<file path="config.mk">
export PLATFORM = sky130hd
export DESIGN_NAME = field_wr_port
export DESIGN_NICKNAME = d
export VERILOG_FILES = /design/src/rtl/fwp_pkg.sv /design/src/rtl/fwp_rst_gate.sv /design/src/rtl/fwp_run_fsm.sv /design/src/rtl/fwp_stage.sv /design/src/rtl/field_wr_port.sv
export SDC_FILE = /design/constraint.sdc
export NUM_CORES = 1
export LEC_CHECK = 0
export BUFFER_PORTS_ARGS = -buffer_cell sky130_fd_sc_hd__buf_4
export CORE_ASPECT_RATIO = 1.75
export CORE_MARGIN = 2
export CORE_UTILIZATION = 28
export CTS_BUF_LIST = sky130_fd_sc_hd__clkbuf_4
export CTS_CLUSTER_SIZE = 25
export DETAILED_ROUTE_END_ITERATION = 6
export PLACE_DENSITY = 0.51
export SYNTH_ARGS = -nofsm -noshare
export SYNTH_HDL_FRONTEND = slang
export SYNTH_HIERARCHICAL = 1
export SYNTH_SLANG_ARGS = --single-unit
</file>
<file path="constraint.sdc">
create_clock -name clk -period 10 [get_ports clk]
set_input_delay 1.5 -clock clk [delete_from_list [all_inputs] [get_ports clk]]
set_output_delay 1.5 -clock clk [all_outputs]
set_load 0.05 [all_outputs]
</file>
<file path="src/rtl/fwp_pkg.sv">
package fwp_pkg;
    typedef enum logic [1:0] {
        RS_IDLE,
        RS_RUN,
        RS_MET
    } run_st_e;
endpackage

</file>
<file path="src/rtl/fwp_rst_gate.sv">
module fwp_rst_gate #(
    parameter int GAP = 2
) (
    input  logic clk,
    input  logic arst,
    input  logic req,
    output logic ok,
    output logic err_q
);
    localparam int CW = $clog2(GAP + 1);

    logic [CW-1:0] lo_cnt;
    logic          bad;

    // accepted only after enough sampled low edges
    assign ok  = req && (lo_cnt >= CW'(GAP));
    assign bad = req && !ok;

    always_ff @(posedge clk or posedge arst) begin
        if (arst) begin
            lo_cnt <= CW'(GAP);
            err_q  <= 1'b0;
        end else begin
            err_q <= bad;
            if (req)
                lo_cnt <= '0;
            else if (lo_cnt < CW'(GAP))
                lo_cnt <= lo_cnt + 1'b1;
        end
    end
endmodule

</file>
<file path="src/rtl/fwp_run_fsm.sv">
module fwp_run_fsm
    import fwp_pkg::*;
#(
    parameter int MIN_RUN = 80
) (
    input  logic clk,
    input  logic arst,
    input  logic rst_ok,
    input  logic wr_acc,
    output logic short_q
);
    localparam int CW = $clog2(MIN_RUN + 1);

    run_st_e       state_q, state_d;
    logic [CW-1:0] cnt_q, cnt_d;
    logic          short_d;

    always_ff @(posedge clk or posedge arst) begin
        if (arst) begin
            state_q <= RS_IDLE;
            cnt_q   <= '0;
            short_q <= 1'b0;
        end else begin
            state_q <= state_d;
            cnt_q   <= cnt_d;
            short_q <= short_d;
        end
    end

    always_comb begin
        state_d = state_q;
        cnt_d   = cnt_q;
        short_d = 1'b0;
        unique case (state_q)
            RS_IDLE: begin
                if (rst_ok) begin
                    state_d = RS_RUN;
                    cnt_d   = '0;
                end
            end
            RS_RUN: begin
                if (rst_ok) begin
                    short_d = 1'b1;
                    cnt_d   = '0;
                end else if (wr_acc) begin
                    cnt_d = cnt_q + 1'b1;
                    if (cnt_q == CW'(MIN_RUN - 1))
                        state_d = RS_MET;
                end
            end
            RS_MET: begin
                if (rst_ok) begin
                    state_d = RS_RUN;
                    cnt_d   = '0;
                end
            end
            default: state_d = RS_IDLE;
        endcase
    end
endmodule

</file>
<file path="src/rtl/fwp_stage.sv">
module fwp_stage #(
    parameter int DW    = 12,
    parameter int AW    = 10,
    parameter int SLOTS = 8
) (
    input  logic                  clk,
    input  logic                  arst,
    input  logic                  rst_ok,
    input  logic                  wr_acc,
    input  logic                  in_en,
    input  logic [DW-1:0]         din,
    input  logic [AW-1:0]         wptr,
    output logic                  mem_we,
    output logic [AW-1:0]         mem_addr,
    output logic [SLOTS*DW-1:0]   mem_data,
    output logic [SLOTS-1:0]      mem_mask
);
    localparam int SW = $clog2(SLOTS);
    localparam int BW = AW - SW;

    logic [DW-1:0]       word_q [SLOTS];
    logic                msk_q  [SLOTS];
    logic [SLOTS*DW-1:0] data_flat;
    logic [SLOTS-1:0]    mask_flat;
    logic                full_q;
    logic                commit_full, commit_part, commit;
    logic [SW-1:0]       slot;
    logic [BW-1:0]       blk;

    assign slot        = wptr[SW-1:0];
    assign blk         = wptr[AW-1:SW];
    assign commit_full = full_q;
    assign commit_part = rst_ok && !full_q && (slot != '0);
    assign commit      = commit_full || commit_part;

    for (genvar g = 0; g < SLOTS; g++) begin : g_slot
        always_ff @(posedge clk or posedge arst) begin
            if (arst) begin
                word_q[g] <= '0;
                msk_q[g]  <= 1'b0;
            end else if (wr_acc && (slot == SW'(g))) begin
                word_q[g] <= din;
                msk_q[g]  <= in_en;
            end else if (commit) begin
                msk_q[g]  <= 1'b0;
            end
        end
    end

    always_comb begin
        for (int i = 0; i < SLOTS; i++) begin
            data_flat[i*DW +: DW] = word_q[i];
            mask_flat[i]          = msk_q[i];
        end
    end

    always_ff @(posedge clk or posedge arst) begin
        if (arst) begin
            full_q   <= 1'b0;
            mem_we   <= 1'b0;
            mem_addr <= '0;
            mem_data <= '0;
            mem_mask <= '0;
        end else begin
            full_q <= wr_acc && (slot == SW'(SLOTS - 1));
            mem_we <= commit;
            if (commit) begin
                mem_addr <= {(commit_full ? blk - BW'(1) : blk), SW'(0)};
                mem_data <= data_flat;
                mem_mask <= mask_flat;
            end
        end
    end
endmodule

</file>
<file path="src/rtl/field_wr_port.sv">
module field_wr_port #(
    parameter int DW      = 12,
    parameter int AW      = 10,
    parameter int SLOTS   = 8,
    parameter int MIN_RUN = 80,
    parameter int GAP     = 2
) (
    input  logic                clk,
    input  logic                arst,
    input  logic                wr_rst_i,
    input  logic                wr_en_i,
    input  logic                in_en_i,
    input  logic [DW-1:0]       din_i,
    output logic [AW-1:0]       wptr_o,
    output logic                mem_we_o,
    output logic [AW-1:0]       mem_addr_o,
    output logic [SLOTS*DW-1:0] mem_data_o,
    output logic [SLOTS-1:0]    mem_mask_o,
    output logic                proto_err_o,
    output logic                short_err_o
);
    logic rst_ok;
    logic wr_acc;

    assign wr_acc = wr_en_i && !rst_ok;

    fwp_rst_gate #(.GAP(GAP)) u_gate (
        .clk   (clk),
        .arst  (arst),
        .req   (wr_rst_i),
        .ok    (rst_ok),
        .err_q (proto_err_o)
    );

    fwp_run_fsm #(.MIN_RUN(MIN_RUN)) u_run (
        .clk     (clk),
        .arst    (arst),
        .rst_ok  (rst_ok),
        .wr_acc  (wr_acc),
        .short_q (short_err_o)
    );

    fwp_stage #(.DW(DW), .AW(AW), .SLOTS(SLOTS)) u_stage (
        .clk      (clk),
        .arst     (arst),
        .rst_ok   (rst_ok),
        .wr_acc   (wr_acc),
        .in_en    (in_en_i),
        .din      (din_i),
        .wptr     (wptr_o),
        .mem_we   (mem_we_o),
        .mem_addr (mem_addr_o),
        .mem_data (mem_data_o),
        .mem_mask (mem_mask_o)
    );

    // pointer wraps naturally at its width
    always_ff @(posedge clk or posedge arst) begin
        if (arst)
            wptr_o <= '0;
        else if (rst_ok)
            wptr_o <= '0;
        else if (wr_en_i)
            wptr_o <= wptr_o + 1'b1;
    end
endmodule

</file>
* Word level (Yosys, flattened, before mapping)
Index checks and enable logic that the tools add are counted.
Word-level totals: register bits after elaboration 240, input port bits 17, output and inout port bits 127, word-level logic and storage cells 106
Cells by class: add/sub/neg operators 4, magnitude comparators 2, equality and inequality tests 15, mux-type cells 25, reductions and logical operators 33
Operators by type and width (number):
- two-way mux 7 bit | 4
- nonzero test 2 bit | 11
- two-way mux 10 bit | 2
- one-hot mux 7 bit (2 select lines) | 1
- logical AND 1 bit | 13
- == test 3 bit (second input constant) | 4
- two-way mux 2 bit | 6
- two-way mux 1 bit | 11
- adder 10 x 1 -> 10 bit (second input constant) | 1
- adder 7 x 1 -> 7 bit (second input constant) | 1
- == test 7 bit (second input constant) | 1
- subtractor 7 x 1 -> 7 bit (second input constant) | 1
- == test 3 x 2 -> 1 bit (second input constant) | 2
- inequality test 2 x 1 -> 1 bit (second input constant) | 3
- one-hot mux 2 bit (2 select lines) | 1
- AND reduction 4 bit | 1
- == test 3 x 1 -> 1 bit (second input constant) | 1
- zero test 3 bit | 1
- inequality test 3 x 2 -> 1 bit (second input constant) | 1
- AND reduction 3 bit | 1
- nonzero test 3 bit | 1
- adder 2 x 1 -> 2 bit (second input constant) | 1
- == test 2 x 1 -> 1 bit (second input constant) | 1
- == test 2 bit (second input constant) | 1
- 7 further kinds | 8

* Depth between registers and ports, before layout
depth in word-level cells 7, depth in mapped cells 6, gate-level depth less buffers 5

* Cells and area by module
Netlist, hierarchy kept.
By module, submodules not included:
- fwp_stage | times used 1, cells an instance 512, area an instance 8560.7 um2, sequential area each 5430.2 um2
- fwp_run_fsm | times used 1, cells an instance 56, area an instance 556.8 um2, sequential area each 250.2 um2
- field_wr_port | times used 1, cells an instance 49, area an instance 496.7 um2, sequential area each 250.2 um2
- fwp_rst_gate | times used 1, cells an instance 10, area an instance 113.9 um2, sequential area each 76.3 um2

* Least setup slack after synthesis
No wires, ideal clock.
kind input to register, from input wr_rst_i, to register u_stage.word_q (netlist bit u_stage/data_flat[0]), setup time 0.125 ns, arrival 3.191 ns, required time 9.875 ns, slack 6.684 ns, cell stages on the path 5, buffers on the path 1, path through and2_2 nor2b_1 nor4b_2 buf_2 mux2_2
On the way: longest elaborated chain between the ends 4
RTL lines:
- start, declared | line field_wr_port.sv:10 | input logic wr_rst_i,
- logical AND 1 bit | line fwp_rst_gate.sv:16 | assign ok = req && (lo_cnt >= CW'(GAP));
- zero test 1 bit | line field_wr_port.sv:25 | assign wr_acc = wr_en_i && !rst_ok;
- logical AND 1 bit | line field_wr_port.sv:25
- net wr_acc | line field_wr_port.sv:23 | logic wr_acc;
- logical AND 1 bit | line fwp_stage.sv:41 | end else if (wr_acc && (slot == SW'(g))) begin
- end signal, assigned by index | line fwp_stage.sv:42 | word_q[g] <= din;
- end, declared | line fwp_stage.sv:21 | logic [DW-1:0] word_q [SLOTS];
The timed path passes the listed nets, and every way through them passes these cells. A chain may end at the register's enable or synchronous reset.

* Final worst setup path
from input wr_rst_i, to register u_stage.mem_data[51]
On the way: longest elaborated chain between the ends 4
RTL lines:
- logical AND 1 bit | line fwp_rst_gate.sv:16
- net rst_ok | line field_wr_port.sv:22 | logic rst_ok;
- logical AND 1 bit (2 in series) | line fwp_stage.sv:33 | assign commit_part = rst_ok && !full_q && (slot != '0);
- logical OR 1 bit | line fwp_stage.sv:34 | assign commit = commit_full || commit_part;
- end signal, assigned | line fwp_stage.sv:69 | mem_data <= data_flat;
- end, declared | line fwp_stage.sv:15 | output logic [SLOTS*DW-1:0] mem_data,
The timed path passes the listed nets, and every way through them passes these cells.

==> reports/summary.json <==
{
  "status": {"value": "finished clean"},
  "yosysSeqAreaShare": {"value": 61.7, "unit": "%"},
  "yosys-top-cells-area": {"value": "dfrtp_1 61%, mux2_2 12%, mux2_4 9.3%, mux2_1 4.3%, buf_6 1.5%"},
  "ys.warnings.count": {"value": 6},
  "postSynthRegisterBits": {"value": 240},
  "ioPinCount": {"value": 144},
  "number_of_cts_inserted_buffers": {"value": 60},
  "cts-hold-fix-buffers": {"value": 0},
  "syn_to_final_growth": {"value": 23.0, "unit": "%"},
  "cpLargestDelayFamily": {"value": "buffers and inverters"},
  "worst_hold_slack": {"value": 0.480, "unit": "ns"},
  "route.antenna.remaining_nets": {"value": 0},
  "cp.required": {"value": 10.57, "unit": "ns"},
  "regToRegStartpoint": {"value": "u_gate/lo_cnt[1]$_DFFE_PP1P_"},
  "wirelength_met1": {"value": 9260, "unit": "µm"},
  "routed-wl-met2": {"value": 12600, "unit": "µm"},
  "post_synth_inst_count": {"value": 627},
  "drt-wirelength-per-cell": {"value": 17.9, "unit": "µm"},
  "dieHeight": {"value": 251, "unit": "µm"},
  "yosys.area.top_type_share": {"value": 61.5, "unit": "%"},
  "final_common_cell": {"value": "dfrtp_1"},
  "globalRouteTotalUtil": {"value": 13.2, "unit": "%"},
  "cp_common_cell": {"value": "buf_4"},
  "fp.dieArea": {"value": 36300, "unit": "µm²"},
  "holdCritStartpoint": {"value": "u_stage/data_flat[37]$_DFFE_PP0P_"},
  "max_stage_delay": {"value": 0.85, "unit": "ns"},
  "final_cell_mix": {"value": "239 x dfrtp_1, 144 x buf_4, 103 x mux2_2"},
  "mappedNetlistArea": {"value": 9730, "unit": "µm²"},
  "ys_types": {"value": 54},
  "transition_time_at_the_pin_with_the_least_slew_margin": {"value": 1.22, "unit": "ns"},
  "total_number_of_clock_tree_sinks": {"value": 240},
  "clock-skew-final": {"value": 0.0332, "unit": "ns"},
  "viasPerCell": {"value": 4.40},
  "synth_top_area_cell": {"value": "dfrtp_1"},
  "clkSlewWorstSetupHoldPaths": {"value": 0.07, "unit": "ns"},
  "post-cts-setup-buffers": {"value": 0},
  "crit_fanout": {"value": 57},
  "min_period_over_period": {"value": 38.2, "unit": "%"},
  "rsz0062_at_grt": {"value": "false"},
  "number_of_setup_violations_in_the_final_report": {"value": 0},
  "num-nets-final": {"value": 825},
  "cts.htree.levels": {"value": 2},
  "clock_insertion_delay_worst_skew": {"value": 0.70, "unit": "ns"},
  "detail_route.wirelength": {"value": 23600, "unit": "µm"},
  "drt_iter0_drc": {"value": 142},
  "finalCriticalPeriod": {"value": 3.82, "unit": "ns"},
  "avgSynthCellArea": {"value": 15.5, "unit": "µm²"},
  "wl_met3": {"value": 1080, "unit": "µm"},
  "ys_dominant_reg_cell": {"value": "dfrtp_1"},
  "cts-root-to-sink-buffers": {"value": 3},
  "drt_pass1_iterations": {"value": 4},
  "cts_tree": {"value": "done"},
  "max_freq": {"value": 262, "unit": "MHz"},
  "path_class": {"value": "in2reg"},
  "timing.critical_path.slowest_stage_cell": {"value": "buf_4"},
  "drc": {"value": 0},
  "critical_path.startpoint_type": {"value": "primary input"},
  "highest-signal-layer": {"value": "met4"},
  "worst_path_arrival_time": {"value": 4.39, "unit": "ns"},
  "asyncSetResetFlopFracSynth": {"value": 100, "unit": "%"},
  "via_count_of_the_first_global_routing_pass": {"value": 6124},
  "pin_count_of_the_biggest_net_entering_global_routing": {"value": 147},
  "ir_worst_vdd": {"value": 0.188, "unit": "mV"},
  "timing.max_cap.violations": {"value": 0},
  "critical_path_buf_inv_count": {"value": 4},
  "dp_hpwl": {"value": 15200, "unit": "µm"},
  "power.leakage": {"value": 5.56, "unit": "nW"},
  "final_layout_size_suffix_gt1_share": {"value": 49.4, "unit": "%"},
  "first_pass_grt_wire_length": {"value": 37000, "unit": "µm"},
  "starting_density": {"value": 28.3, "unit": "%"},
  "globalplace.congestion": {"value": 0.722},
  "critical_path.cell_chain": {"value": "buf_4 -> and2_2 -> o31a_2 -> nor2_4 -> buf_4 -> inv_4 -> buf_4 -> mux2_1"},
  "power.density_cell_area": {"value": 373, "unit": "nW/µm²"},
  "gr_ovfl_total": {"value": 0},
  "cts.repair.resized": {"value": 0},
  "synth_enable_flop_cells": {"value": 0},
  "antenna_found_initial": {"value": 1},
  "cell_row_count": {"value": 90},
  "critical_path.endpoint_type": {"value": "flip-flop"},
  "total_number_of_vias": {"value": 5790},
  "clk_root_buffer_cell": {"value": "clkbuf_4"},
  "hold_removal_path_class": {"value": "reg2reg"},
  "die_width": {"value": 145, "unit": "µm"},
  "critPathLaunch": {"value": "wr_rst_i"},
  "core-area": {"value": 34300, "unit": "µm²"},
  "timing.slew.headroom": {"value": 18.3, "unit": "%"},
  "totalPowerFinal": {"value": 4.46, "unit": "mW"},
  "slew_violations": {"value": 0},
  "io_buffer_count": {"value": 140},
  "setup-tns-final": {"value": 0, "unit": "ns"},
  "hold_violations": {"value": 0}
}
==> sequential cells by signal (all words and copies together), names as in the netlist, 7 cells and up <==
| register | cells |
|---|---|
| u_run/cnt_q | 7 |
| u_stage/mem_mask | 8 |
| u_stage/mem_data | 96 |
| u_stage/mask_flat | 8 |
| u_stage/mem_addr | 7 |
| u_stage/data_flat | 96 |
| wptr_o | 10 |
==> layer usage <==
metal	global-route usage, %	vias up
met1	14.8	2978
met2	23.9	143
met5	0	-
met3	3.22	43
li1	-	2626
met4	5.32	0
==> report_power, final <==
group	switching [mW]	internal [mW]
combinational	1.17	0.759
sequential	0.276	1.41
clock	0.405	0.437
total	1.85	2.61
==> worst paths after layout <==
check                      slack [ns]                          endpoint  cells after the start
max                              6.18  u_stage/mem_data[51]$_DFFE_PP0P_                      8
min                              0.48  u_stage/mem_data[37]$_DFFE_PP0P_                      1
max reg2reg                      6.51  u_stage/mem_data[51]$_DFFE_PP0P_                      7
min reg2reg                      0.48  u_stage/mem_data[37]$_DFFE_PP0P_                      1
max in group asynchronous        7.33  u_stage/mem_data[52]$_DFFE_PP0P_                      3
min in group asynchronous        0.72            u_gate/err_q$_DFF_PP0_                      2
==> kinds of logic after synthesis <==
kind of cell               after synthesis  synth area share, %
DFF                                    240                 61.7
muxes                                  204                 25.9
and+or+nand+nor                         81                 5.23
AOI/OAI and AO/OA                       49                 3.16
buffers and inverters                   42                 2.92
xor gates and xnor gates                 7                0.630
adders and majority gates                3                0.386
other                                    1               0.0385
==> metrics by stage <==
step,cell area (µm²),utilization (%),worst slack [ns],cells
2_1_floorplan,9740,-,2.56,629
5_1_grt,12000,34.8,6.05,1316
4_1_cts,12000,34.8,6.23,1313
6_report,12000,34.8,6.18,1316
3_3_place_gp,11200,32.5,5.44,1203
3_5_place_dp,11200,32.5,5.43,1203
==> cells in the mapped netlist (all sizes together) (4+ instances only) <==
| library cell | instances |
|---|---|
| nand4 | 6 |
| inv | 12 |
| nand3 | 5 |
| o22ai | 4 |
| dfrtp | 239 |
| nor3 | 5 |
| or3 | 6 |
| o21ai | 13 |
| clkbuf | 4 |
| mux2 | 200 |
| or4 | 4 |
| xor2 | 6 |
| buf | 26 |
| o31ai | 6 |
| nand2 | 18 |
| nor2 | 10 |
| mux2i | 4 |
| nand2b | 6 |
| a21oi | 13 |
==> layout make-up <==
class | instances | area [µm²]
flip-flops and latches | 240 | 6010
clock buffers | 90 | 676
clock inverters | 20 | 109
repair buffers | 144 | 1080
fillers | 3408 | 22400
inverters | 12 | 55.1
diodes | 3 | 7.51
multi-input cells | 347 | 3450
well taps | 460 | 576
No activity file was read; power rests on OpenSTA's default activity.
